**config.mk**
```make
export PLATFORM = sky130hd
export DESIGN_NAME = usb_srp_seq
export DESIGN_NICKNAME = d
export VERILOG_FILES = /design/src/rtl/usb_srp_pkg.sv /design/src/rtl/srp_sat_cnt.sv /design/src/rtl/srp_line_mon.sv /design/src/rtl/srp_seq_fsm.sv /design/src/rtl/usb_srp_seq.sv
export SDC_FILE = /design/constraint.sdc
export NUM_CORES = 1
export LEC_CHECK = 0
export ABC_AREA = 1
export BUFFER_PORTS_ARGS = -buffer_cell sky130_fd_sc_hd__buf_2
export CORE_MARGIN = 3
export CORE_UTILIZATION = 45
export CTS_BUF_LIST = sky130_fd_sc_hd__clkbuf_2 sky130_fd_sc_hd__clkbuf_4 sky130_fd_sc_hd__clkbuf_8
export DETAILED_ROUTE_END_ITERATION = 6
export PLACE_DENSITY = 0.58
export RECOVER_POWER = 50
export SYNTH_ARGS = -nofsm -noshare
export SYNTH_HDL_FRONTEND = slang
export SYNTH_SLANG_ARGS = --single-unit
```
**constraint.sdc**
```tcl
create_clock -name clk -period 4.1 [get_ports clk]
set_clock_uncertainty 0.15 [all_clocks]
set_input_delay 0.615 -clock clk [delete_from_list [all_inputs] [get_ports clk]]
set_output_delay 0.615 -clock clk [all_outputs]
set_load 0.01 [all_outputs]
```
**src/rtl/usb_srp_pkg.sv**
```systemverilog
package usb_srp_pkg;
  typedef enum logic [2:0] {
    SQ_IDLE  = 3'd0,
    SQ_DLINE = 3'd1,
    SQ_VCHG  = 3'd2,
    SQ_WAITV = 3'd3,
    SQ_LINK  = 3'd4
  } srp_state_e;
endpackage

```
**src/rtl/srp_sat_cnt.sv**
```systemverilog
// Saturating microsecond counter with two threshold flags.
module srp_sat_cnt #(
  parameter int unsigned MID_US = 3000,
  parameter int unsigned LIM_US = 4000
) (
  input  logic clk,
  input  logic rst_n,
  input  logic clr,
  input  logic tick,
  output logic mid_hit,
  output logic lim_hit
);
  localparam int unsigned W = $clog2(LIM_US + 1);
  localparam logic [W-1:0] MID_V = W'(MID_US);
  localparam logic [W-1:0] LIM_V = W'(LIM_US);

  logic [W-1:0] cnt_q;

  always_ff @(posedge clk or negedge rst_n) begin
    if (!rst_n)                     cnt_q <= '0;
    else if (clr)                   cnt_q <= '0;
    else if (tick && cnt_q < LIM_V) cnt_q <= cnt_q + 1'b1;
  end

  assign mid_hit = (cnt_q >= MID_V);
  assign lim_hit = (cnt_q >= LIM_V);
endmodule

```
**src/rtl/srp_line_mon.sv**
```systemverilog
// Watches the bus for idleness and for qualified SE0.
module srp_line_mon #(
  parameter int unsigned IDLE_US       = 3000,
  parameter int unsigned SUSP_EXTRA_US = 1000,
  parameter int unsigned SE0_US        = 2000
) (
  input  logic clk,
  input  logic rst_n,
  input  logic us_tick,
  input  logic bus_active,
  input  logic line_se0,
  output logic early_susp,
  output logic susp_flag,
  output logic se0_qual
);
  localparam int unsigned SUSP_US = IDLE_US + SUSP_EXTRA_US;

  logic se0_unused;

  srp_sat_cnt #(.MID_US(IDLE_US), .LIM_US(SUSP_US)) u_idle (
    .clk(clk), .rst_n(rst_n), .clr(bus_active), .tick(us_tick),
    .mid_hit(early_susp), .lim_hit(susp_flag)
  );

  srp_sat_cnt #(.MID_US(SE0_US), .LIM_US(SE0_US)) u_se0 (
    .clk(clk), .rst_n(rst_n), .clr(bus_active || !line_se0), .tick(us_tick),
    .mid_hit(se0_qual), .lim_hit(se0_unused)
  );
endmodule

```
**src/rtl/srp_seq_fsm.sv**
```systemverilog
// Pulse sequencer, timeout and status bits.
module srp_seq_fsm
  import usb_srp_pkg::*;
#(
  parameter int unsigned DP_US = 7000,
  parameter int unsigned VB_US = 10000,
  parameter int unsigned TO_US = 100000
) (
  input  logic       clk,
  input  logic       rst_n,
  input  logic       us_tick,
  input  logic       sess_end,
  input  logic       se0_qual,
  input  logic       vbus_valid,
  input  logic       srp_req,
  input  logic       chg_clr,
  output srp_state_e state,
  output logic       srp_busy,
  output logic       srp_ok,
  output logic       srp_chg
);
  localparam int unsigned PMAX = (DP_US > VB_US) ? DP_US : VB_US;
  localparam int unsigned PW   = $clog2(PMAX + 1);
  localparam int unsigned TW   = $clog2(TO_US + 1);
  localparam logic [PW-1:0] DP_END = PW'(DP_US - 1);
  localparam logic [PW-1:0] VB_END = PW'(VB_US - 1);
  localparam logic [TW-1:0] TO_END = TW'(TO_US - 1);

  srp_state_e   st_q, st_d;
  logic [PW-1:0] ph_q;
  logic [TW-1:0] to_q;
  logic accept, pulsing, win, expire, ph_done;

  always_comb begin
    pulsing = (st_q == SQ_DLINE) || (st_q == SQ_VCHG) || (st_q == SQ_WAITV);
    accept  = (st_q == SQ_IDLE) && srp_req && sess_end && se0_qual;
    win     = pulsing && vbus_valid;
    expire  = pulsing && !vbus_valid && us_tick && (to_q == TO_END);
    ph_done = us_tick && (ph_q == ((st_q == SQ_DLINE) ? DP_END : VB_END));
    st_d    = st_q;
    unique case (st_q)
      SQ_IDLE:  if (accept) st_d = SQ_DLINE;
      SQ_DLINE: if (win) st_d = SQ_LINK;
                else if (expire) st_d = SQ_IDLE;
                else if (ph_done) st_d = SQ_VCHG;
      SQ_VCHG:  if (win) st_d = SQ_LINK;
                else if (expire) st_d = SQ_IDLE;
                else if (ph_done) st_d = SQ_WAITV;
      SQ_WAITV: if (win) st_d = SQ_LINK;
                else if (expire) st_d = SQ_IDLE;
      SQ_LINK:  if (!vbus_valid) st_d = SQ_IDLE;
      default:  st_d = SQ_IDLE;
    endcase
  end

  always_ff @(posedge clk or negedge rst_n) begin
    if (!rst_n) begin
      st_q     <= SQ_IDLE;
      ph_q     <= '0;
      to_q     <= '0;
      srp_busy <= 1'b0;
      srp_ok   <= 1'b0;
      srp_chg  <= 1'b0;
    end else begin
      st_q <= st_d;
      if (st_d != st_q) ph_q <= '0;
      else if (us_tick && (st_q == SQ_DLINE || st_q == SQ_VCHG)) ph_q <= ph_q + 1'b1;
      if (accept) to_q <= '0;
      else if (pulsing && us_tick && to_q != TO_END) to_q <= to_q + 1'b1;
      if (accept) begin
        srp_busy <= 1'b1;
        srp_ok   <= 1'b0;
      end else if (win) begin
        srp_busy <= 1'b0;
        srp_ok   <= 1'b1;
      end else if (expire) begin
        srp_busy <= 1'b0;
        srp_ok   <= 1'b0;
      end
      if (win || expire) srp_chg <= 1'b1;
      else if (chg_clr)  srp_chg <= 1'b0;
    end
  end

  assign state = st_q;
endmodule

```
**src/rtl/usb_srp_seq.sv**
```systemverilog
module usb_srp_seq
  import usb_srp_pkg::*;
#(
  parameter int unsigned IDLE_US       = 3000,
  parameter int unsigned SUSP_EXTRA_US = 1000,
  parameter int unsigned SE0_US        = 2000,
  parameter int unsigned DP_US         = 7000,
  parameter int unsigned VB_US         = 10000,
  parameter int unsigned TO_US         = 100000
) (
  input  logic clk,
  input  logic rst_n,
  input  logic us_tick,
  input  logic bus_active,
  input  logic line_se0,
  input  logic sess_end,
  input  logic vbus_valid,
  input  logic srp_req,
  input  logic chg_clr,
  output logic early_susp,
  output logic susp_flag,
  output logic dischrg_vbus,
  output logic dline_pulse,
  output logic chrg_vbus,
  output logic connect,
  output logic srp_busy,
  output logic srp_ok,
  output logic srp_chg
);
  srp_state_e state;
  logic       se0_qual;

  srp_line_mon #(
    .IDLE_US(IDLE_US), .SUSP_EXTRA_US(SUSP_EXTRA_US), .SE0_US(SE0_US)
  ) u_mon (
    .clk(clk), .rst_n(rst_n), .us_tick(us_tick), .bus_active(bus_active),
    .line_se0(line_se0), .early_susp(early_susp), .susp_flag(susp_flag),
    .se0_qual(se0_qual)
  );

  srp_seq_fsm #(.DP_US(DP_US), .VB_US(VB_US), .TO_US(TO_US)) u_fsm (
    .clk(clk), .rst_n(rst_n), .us_tick(us_tick), .sess_end(sess_end),
    .se0_qual(se0_qual), .vbus_valid(vbus_valid), .srp_req(srp_req),
    .chg_clr(chg_clr), .state(state), .srp_busy(srp_busy),
    .srp_ok(srp_ok), .srp_chg(srp_chg)
  );

  assign dline_pulse  = (state == SQ_DLINE);
  assign chrg_vbus    = (state == SQ_VCHG);
  assign connect      = (state == SQ_LINK);
  assign dischrg_vbus = susp_flag && !sess_end && (state == SQ_IDLE);
endmodule

```
; Word-level counts from Yosys, hierarchy flattened
; Cells that the tools add are included.
[word_totals]
inputBits = 9
elab_cells = 81
reg_bits = 60
out_inout_bits = 9
[classes]
add_sub_neg = 4
n_reduce_logical = 29
n_lt_le_gt_ge = 5
eq_ne = 8
n_mux = 27
[ops]
columns = op, n
row1 = 14-bit 2-to-1 mux, 3
row2 = 17-bit 2-to-1 mux, 2
row3 = 3-bit 2-to-1 mux, 10
row4 = 12-bit >= comparator (second input constant), 2
row5 = 12-bit 2-to-1 mux, 2
row6 = 11-bit 2-to-1 mux, 2
row7 = 17-bit by 1-bit adder with 17-bit output (second input constant), 1
row8 = 17-bit equality test (second input constant), 1
row9 = 17-bit inequality test (second input constant), 1
row10 = 1-bit logical AND, 15
row11 = 3-bit case mux with 5 select lines, 1
row12 = 14-bit by 1-bit adder with 14-bit output (second input constant), 1
row13 = 14-bit equality test, 1
row14 = 12-bit by 1-bit adder with 12-bit output (second input constant), 1
row15 = 12-bit < comparator (second input constant), 1
row16 = 11-bit by 1-bit adder with 11-bit output (second input constant), 1
row17 = 11-bit >= comparator (second input constant), 1
row18 = 11-bit < comparator (second input constant), 1
row19 = 2-bit nonzero test, 5
row20 = 1-bit 2-to-1 mux, 7
row21 = 3-bit by 2-bit equality test with 1-bit output (second input constant), 2
row22 = 1-bit logical OR, 4
row23 = 3-bit by 1-bit equality test with 1-bit output (second input constant), 1
row24 = 3-bit equality test (second input constant), 1
row25 = other kinds (4), 6

; Logic depth before layout (Yosys ltp)
[logic_depth]
ltp_word = 11
mapped_depth = 15
mapped_depth_nobuf = 14

; Modules after synthesis
; From an unflattened synthesis, not the netlist that was laid out.
[hier_totals]
hier_cells = 503
hier_area_um2 = 3757.4
[modules_own_cells]
columns = module, instances, area_per_inst_um2, cells_each, seq_area_each_um2
row1 = srp_seq_fsm, 1, 2244.7, 292, 925.9
row2 = srp_sat_cnt (u_mon.u_idle), 1, 742.0, 103, 300.3
row3 = srp_sat_cnt (u_mon.u_se0), 1, 713.2, 96, 275.3
row4 = usb_srp_seq, 1, 50.0, 10, 0.0
row5 = srp_line_mon, 1, 7.5, 2, 0.0

; Worst setup path after synthesis
; No wires, ideal clock.
[synth_timing]
path_kind = input-to-reg
start = input us_tick
end = register u_fsm.ph_q[1]
setup_ns = 0.121
arrival_time_ns = 1.661
stages = 12
setup_slack_ns = 2.168
t_required_ns = 3.829
n_path_buf = 1
cell_sequence = inv_2 nor3_2 nand3_1 nand2_1 inv_2 nand3_1 nand2_1 nand2_1 nand2_1 nand2_2 buf_6 nor2_1
[synth_via]
elab_chain_cells = 7
elab_cells_between_ends = 16
cone_classes = eq/ne (1) / mux (10) / reduce/logical (5)
[synth_lines]
columns = item, line_no
row1 = from (decl), usb_srp_seq.sv:13  ; input logic us_tick,
row2 = "1-bit logical AND, on equally long branches", "srp_seq_fsm.sv:39, srp_seq_fsm.sv:38"
row3 = 3-bit 2-to-1 mux (tied with other cells), srp_seq_fsm.sv:48  ; else if (ph_done) st_d = SQ_WAITV;
row4 = "3-bit 2-to-1 mux, on equally long branches", "srp_seq_fsm.sv:47, srp_seq_fsm.sv:44, srp_seq_fsm.sv:50"
row5 = "3-bit 2-to-1 mux, on equally long branches", "srp_seq_fsm.sv:46, srp_seq_fsm.sv:43, srp_seq_fsm.sv:49"
row6 = 3-bit case mux with 5 select lines *, srp_seq_fsm.sv:41  ; unique case (st_q)
row7 = named net u_fsm.st_d[0], srp_seq_fsm.sv:29  ; srp_state_e st_q, st_d;
row8 = 3-bit inequality test *, srp_seq_fsm.sv:66  ; if (st_d != st_q) ph_q <= '0;
row9 = 14-bit 2-to-1 mux / 2-bit nonzero test (equally long branches), n/a
row10 = to (signal assigned), srp_seq_fsm.sv:67  ; else if (us_tick && (st_q == SQ_DLINE || st_q == SQ_VCHG)) ph_q <= ph_q + 1'b1;
row11 = to (decl), srp_seq_fsm.sv:30  ; logic [PW-1:0] ph_q;
; The timed path passes the listed nets; every way through them passes the cells marked *.
; A chain may end at the register's enable or synchronous reset.

==> Implementation_results.wiki <==
{| class="wikitable"
! Metric !! Value
|-
| Cell depth of the worst min-delay path || 1
|-
| Register share of total power || 48.3%
|-
| Via count of the first global-routing pass || 2740
|-
| Max Fclk || 0.3711 GHz
|-
| Startpoint of the lowest-slack hold path || u_fsm.to_q[16]
|-
| H-tree Lvls || 3
|-
| Most common cell in the netlist || nand2_1
|-
| Ratio of cells with drive above 1 in the final layout || 9.740%
|-
| Worst Reg-to-Reg Cells || 8
|-
| Type of the worst setup path || primary input to asynchronous set/reset pin
|-
| Post-Place Setup Slack || 1.787 ns
|-
| Total power per unit cell area || 338.9 nW/um^2
|-
| Largest family of logic cells by synthesized area || simple AND/OR/NAND/NOR gates
|-
| Reg2Reg Capture Point || u_mon.u_se0.cnt_q[9]
|-
| Overflow left after global routing || 0
|-
| Distinct cell type count of the synthesized netlist || 33
|-
| Clock tree from TritonCTS || built
|-
| Number of vias after detailed routing || 2810
|-
| Clock insertion delay at the later pin of the skew report || 0.34 ns
|-
| Largest buffer count on any clock path || 2
|-
| Top cell type by total area after synthesis || dfrtp_1
|-
| Largest fanout on the critical path || 48
|-
| Share of synthesized area spent on multiplexers || 0.3056%
|-
| Family with the most delay on the worst path || buffers and inverters
|-
| Number of register bits inferred by synthesis || 60
|-
| Switching portion of total power || 22.55%
|-
| Total standard cell area after synthesis || 3276 sq um
|-
| Reg2reg start || u_mon.u_se0.cnt_q[5]
|-
| Start point of the critical path || rst_n
|-
| Max Slew Vio Count || 49
|-
| Cells after Synth || 430
|-
| Buffers & Inverters on Critical Path || 1
|-
| Violated checks || max-capacitance violations, max-slew violations
|-
| Max Cap Violations || 1
|-
| Setup TNS || 0 ns
|-
| Routed wire length || 6919 microns
|-
| Final period utilization || 65.72%
|-
| Full die area || 8339 sq um
|-
| RSZ-0062 raised after global routing || false
|-
| Post-CTS Hold Buffers || 0
|-
| Async set-reset flop share out of synthesis || 100.0%
|-
| Die Ht || 91.32 microns
|-
| Total routing usage reported by global routing || 18.63%
|-
| Area of combinational cells with multiple inputs || 1519 sq um
|-
| Wire length of the first global-routing pass || 12520 microns
|-
| Synth warnings || 0
|-
| Gpl congestion || 0.8908
|-
| Buffer count from post-CTS setup fixing || 0
|-
| CP max stage cell || clkbuf_1
|-
| Total internal power || 0.0009698 W
|-
| Run status || finished with violations
|-
| VDD IR-drop max || 0.1502 mV
|-
| Maximum number of pins on one net before global-route repair || 49
|-
| Worst Hold Path EP || u_fsm.to_q[16]
|-
| Buffer type at the clock tree root || clkbuf_8
|-
| Share of synthesized cell area in full adder, half adder and majority cells || 2.292%
|-
| Post-detailed-route wirelength per cell || 12.40 microns
|-
| Fillcell total || 682
|-
| Normalized max-slew margin || -72.57%
|-
| Post-synthesis share of cell area spent on and, or, nand and nor gates || 29.95%
|-
| Post-route design area || 3695 sq um
|-
| Area share of the largest cell type after synthesis || 45.84%
|-
| Area occupied by registers || 1501 sq um
|-
| Clock power share || 47.7%
|-
| Number of ports placed on the die boundary || 18
|-
| Initial antenna violation count || 0
|-
| Setup violations, final || 0
|-
| Type of element capturing the critical path || asynchronous set/reset pin
|-
| Share of the synthesized netlist area taken by xor and xnor gates || 3.209%
|-
| Sequential element share of the synthesized area || 45.84%
|-
| Cell area after placement || 3473 sq um
|-
| Reg-to-reg setup timing slack || 1.95 ns
|-
| Input/output buffers || 17
|-
| Drt pass-1 iters || 5
|-
| Initial DRC Count || 154
|-
| Post-cts resize count || 0
|-
| Final worst slack || 1.406 ns
|-
| Leakage power of the design || 1.782 nW
|-
| Share of total power in combinational logic || 3.9%
|-
| Required time worst endpoint || 3.85 ns
|-
| CTS Buf Count || 9
|-
| Area contributors post-synth || dfrtp_1, nand2_1, inv_1
|-
| Num Clock Sinks || 60
|-
| Synthesized area per cell || 7.618 sq um
|-
| Cell count along the critical path || 1
|-
| Transition at the pin with the smallest max-transition slack || 2.589 ns
|-
| Post-layout nets || 472
|-
| Final worst path period need || 2.694 ns
|-
| X dimension of the die || 91.32 microns
|-
| Net Sw Power || 0.0002824 W
|-
| Signed area change from the synthesized netlist to the final layout || 12.80%
|-
| Row Count || 30
|-
| Area of the placeable core || 6944 sq um
|-
| CP arrival || 2.44 ns
|-
| Compound-Gate Fraction of Synth Area || 10.62%
|-
| Most frequent cells after synthesis || nand2_1, dfrtp_1, inv_1, nor2_1, nand3_1
|-
| Post-route antenna net violation count || 0
|-
| Dominant register cell in the synthesized netlist || dfrtp_1
|-
| Starting utilization of the core area || 47.17%
|-
| Setup crit start kind || primary input
|-
| Synthesized netlist net count || 445
|-
| Final hold viol count || 0
|-
| Residual DRC || 0
|-
| Largest incremental delay on the critical path || 1.81 ns
|-
| Worst hold path type || flip-flop to flip-flop
|-
| Number of enable flip-flop cells after synthesis || 0
|-
| DP Wirelength || 5101 microns
|-
| Clock Pin Slew Worst Setup and Hold Paths || 0.07 ns
|-
| Vias per inst || 5.036
|-
| Antenna cell count || 0
|-
| Critical path cell sequence || clkbuf_1
|}
-- state kept, by name (all words and copies together) (netlist names) --
signal,count
u_fsm.ph_q,14
u_fsm.srp_busy,1
u_fsm.srp_chg,1
u_fsm.srp_ok,1
u_fsm.state,3
u_fsm.to_q,17
u_mon.u_idle.cnt_q,12
u_mon.u_se0.cnt_q,11
-- placed cells by master (no fill, tap or decap), types with 2 or more instances in the layout --
master | synthesis | routed
nand2_1 | 86 | 86
inv_1 | 59 | 60
dfrtp_1 | 60 | 60
nor2_1 | 59 | 59
nand3_1 | 29 | 29
o21ai_0 | 27 | 27
nor3_1 | 20 | 20
a21oi_1 | 18 | 18
buf_2 | 0 | 14
nand4_1 | 10 | 10
clkbuf_8 | 0 | 10
a31oi_1 | 8 | 8
xor2_1 | 7 | 7
ha_1 | 6 | 6
xnor2_1 | 5 | 5
inv_2 | 5 | 4
nor2_2 | 4 | 4
nor4_1 | 3 | 3
a211oi_1 | 3 | 3
clkinvlp_4 | 0 | 3
clkbuf_1 | 1 | 3
nand2_2 | 2 | 2
and2_1 | 2 | 2
nor3b_1 | 2 | 2
a221oi_1 | 2 | 2
or2_2 | 2 | 2
bufinv_16 | 0 | 2
-- logic make-up after synthesis --
kind of cell | Yosys count
simple gates | 223
buf+inv | 66
compound gates | 62
flops | 60
xor+xnor | 12
fa+ha+maj | 6
mux | 1
-- stage by stage --
stage | utilization (%) | hold WS (ns) | total power [W] | cells
6_report | 53.21 | 0.3210 | 0.001252 | 558
5_1_grt | 53.21 | 0.3162 | 0.001309 | 558
4_1_cts | 53.26 | 0.3153 | 0.001272 | 558
3_5_place_dp | 50.02 | 0.3146 | 0.0006673 | 542
3_3_place_gp | 50.02 | 0.3061 | 0.0006674 | 542
2_1_floorplan | - | 0.1694 | 0.0006399 | 430
-- how the worst max path moves through the flow --
stage / to / slack, ns
CTS: dischrg_vbus / 1.63
floorplan: u_fsm.ph_q[1] / 2.17
finish: u_mon.u_idle.cnt_q[0] / 1.41
global placement: u_fsm.to_q[13] / 1.87
detailed placement: u_fsm.ph_q[10] / 1.79
global route: u_mon.u_idle.cnt_q[0] / 0.85
-- cell type report --
class                      instances  share of cell area, %
inverter                          64                  6.502
clock buffer                      10                  3.725
tap                               96                  3.251
multi-input combinational        304                  41.11
timing repair buffer              18                  2.404
sequential                        60                  40.64
clock inverter                     6                  2.370
-- per-layer routing --
metal  wire (microns)  part of all wire [%]  vias up  global-route usage [%]
met4               93                   1.3        0                   8.291
li1                 -                     -     1460                       -
met3              241                   3.5        8                   3.480
met5                0                     0        -                       0
met1             3568                    52     1299                   26.48
met2             3015                    44       43                   27.59
-- power by group through the flow --
stage	clock (W)	sequential, W	combinational, W
6_report	0.000597	0.000605	0.0000494
5_1_grt	0.000645	0.000606	0.0000585
4_1_cts	0.000616	0.000605	0.0000511
3_5_place_dp	0	0.000616	0.0000511
3_3_place_gp	0	0.000616	0.0000510
2_1_floorplan	0	0.000615	0.0000245
(Power assumes the default switching activity.)
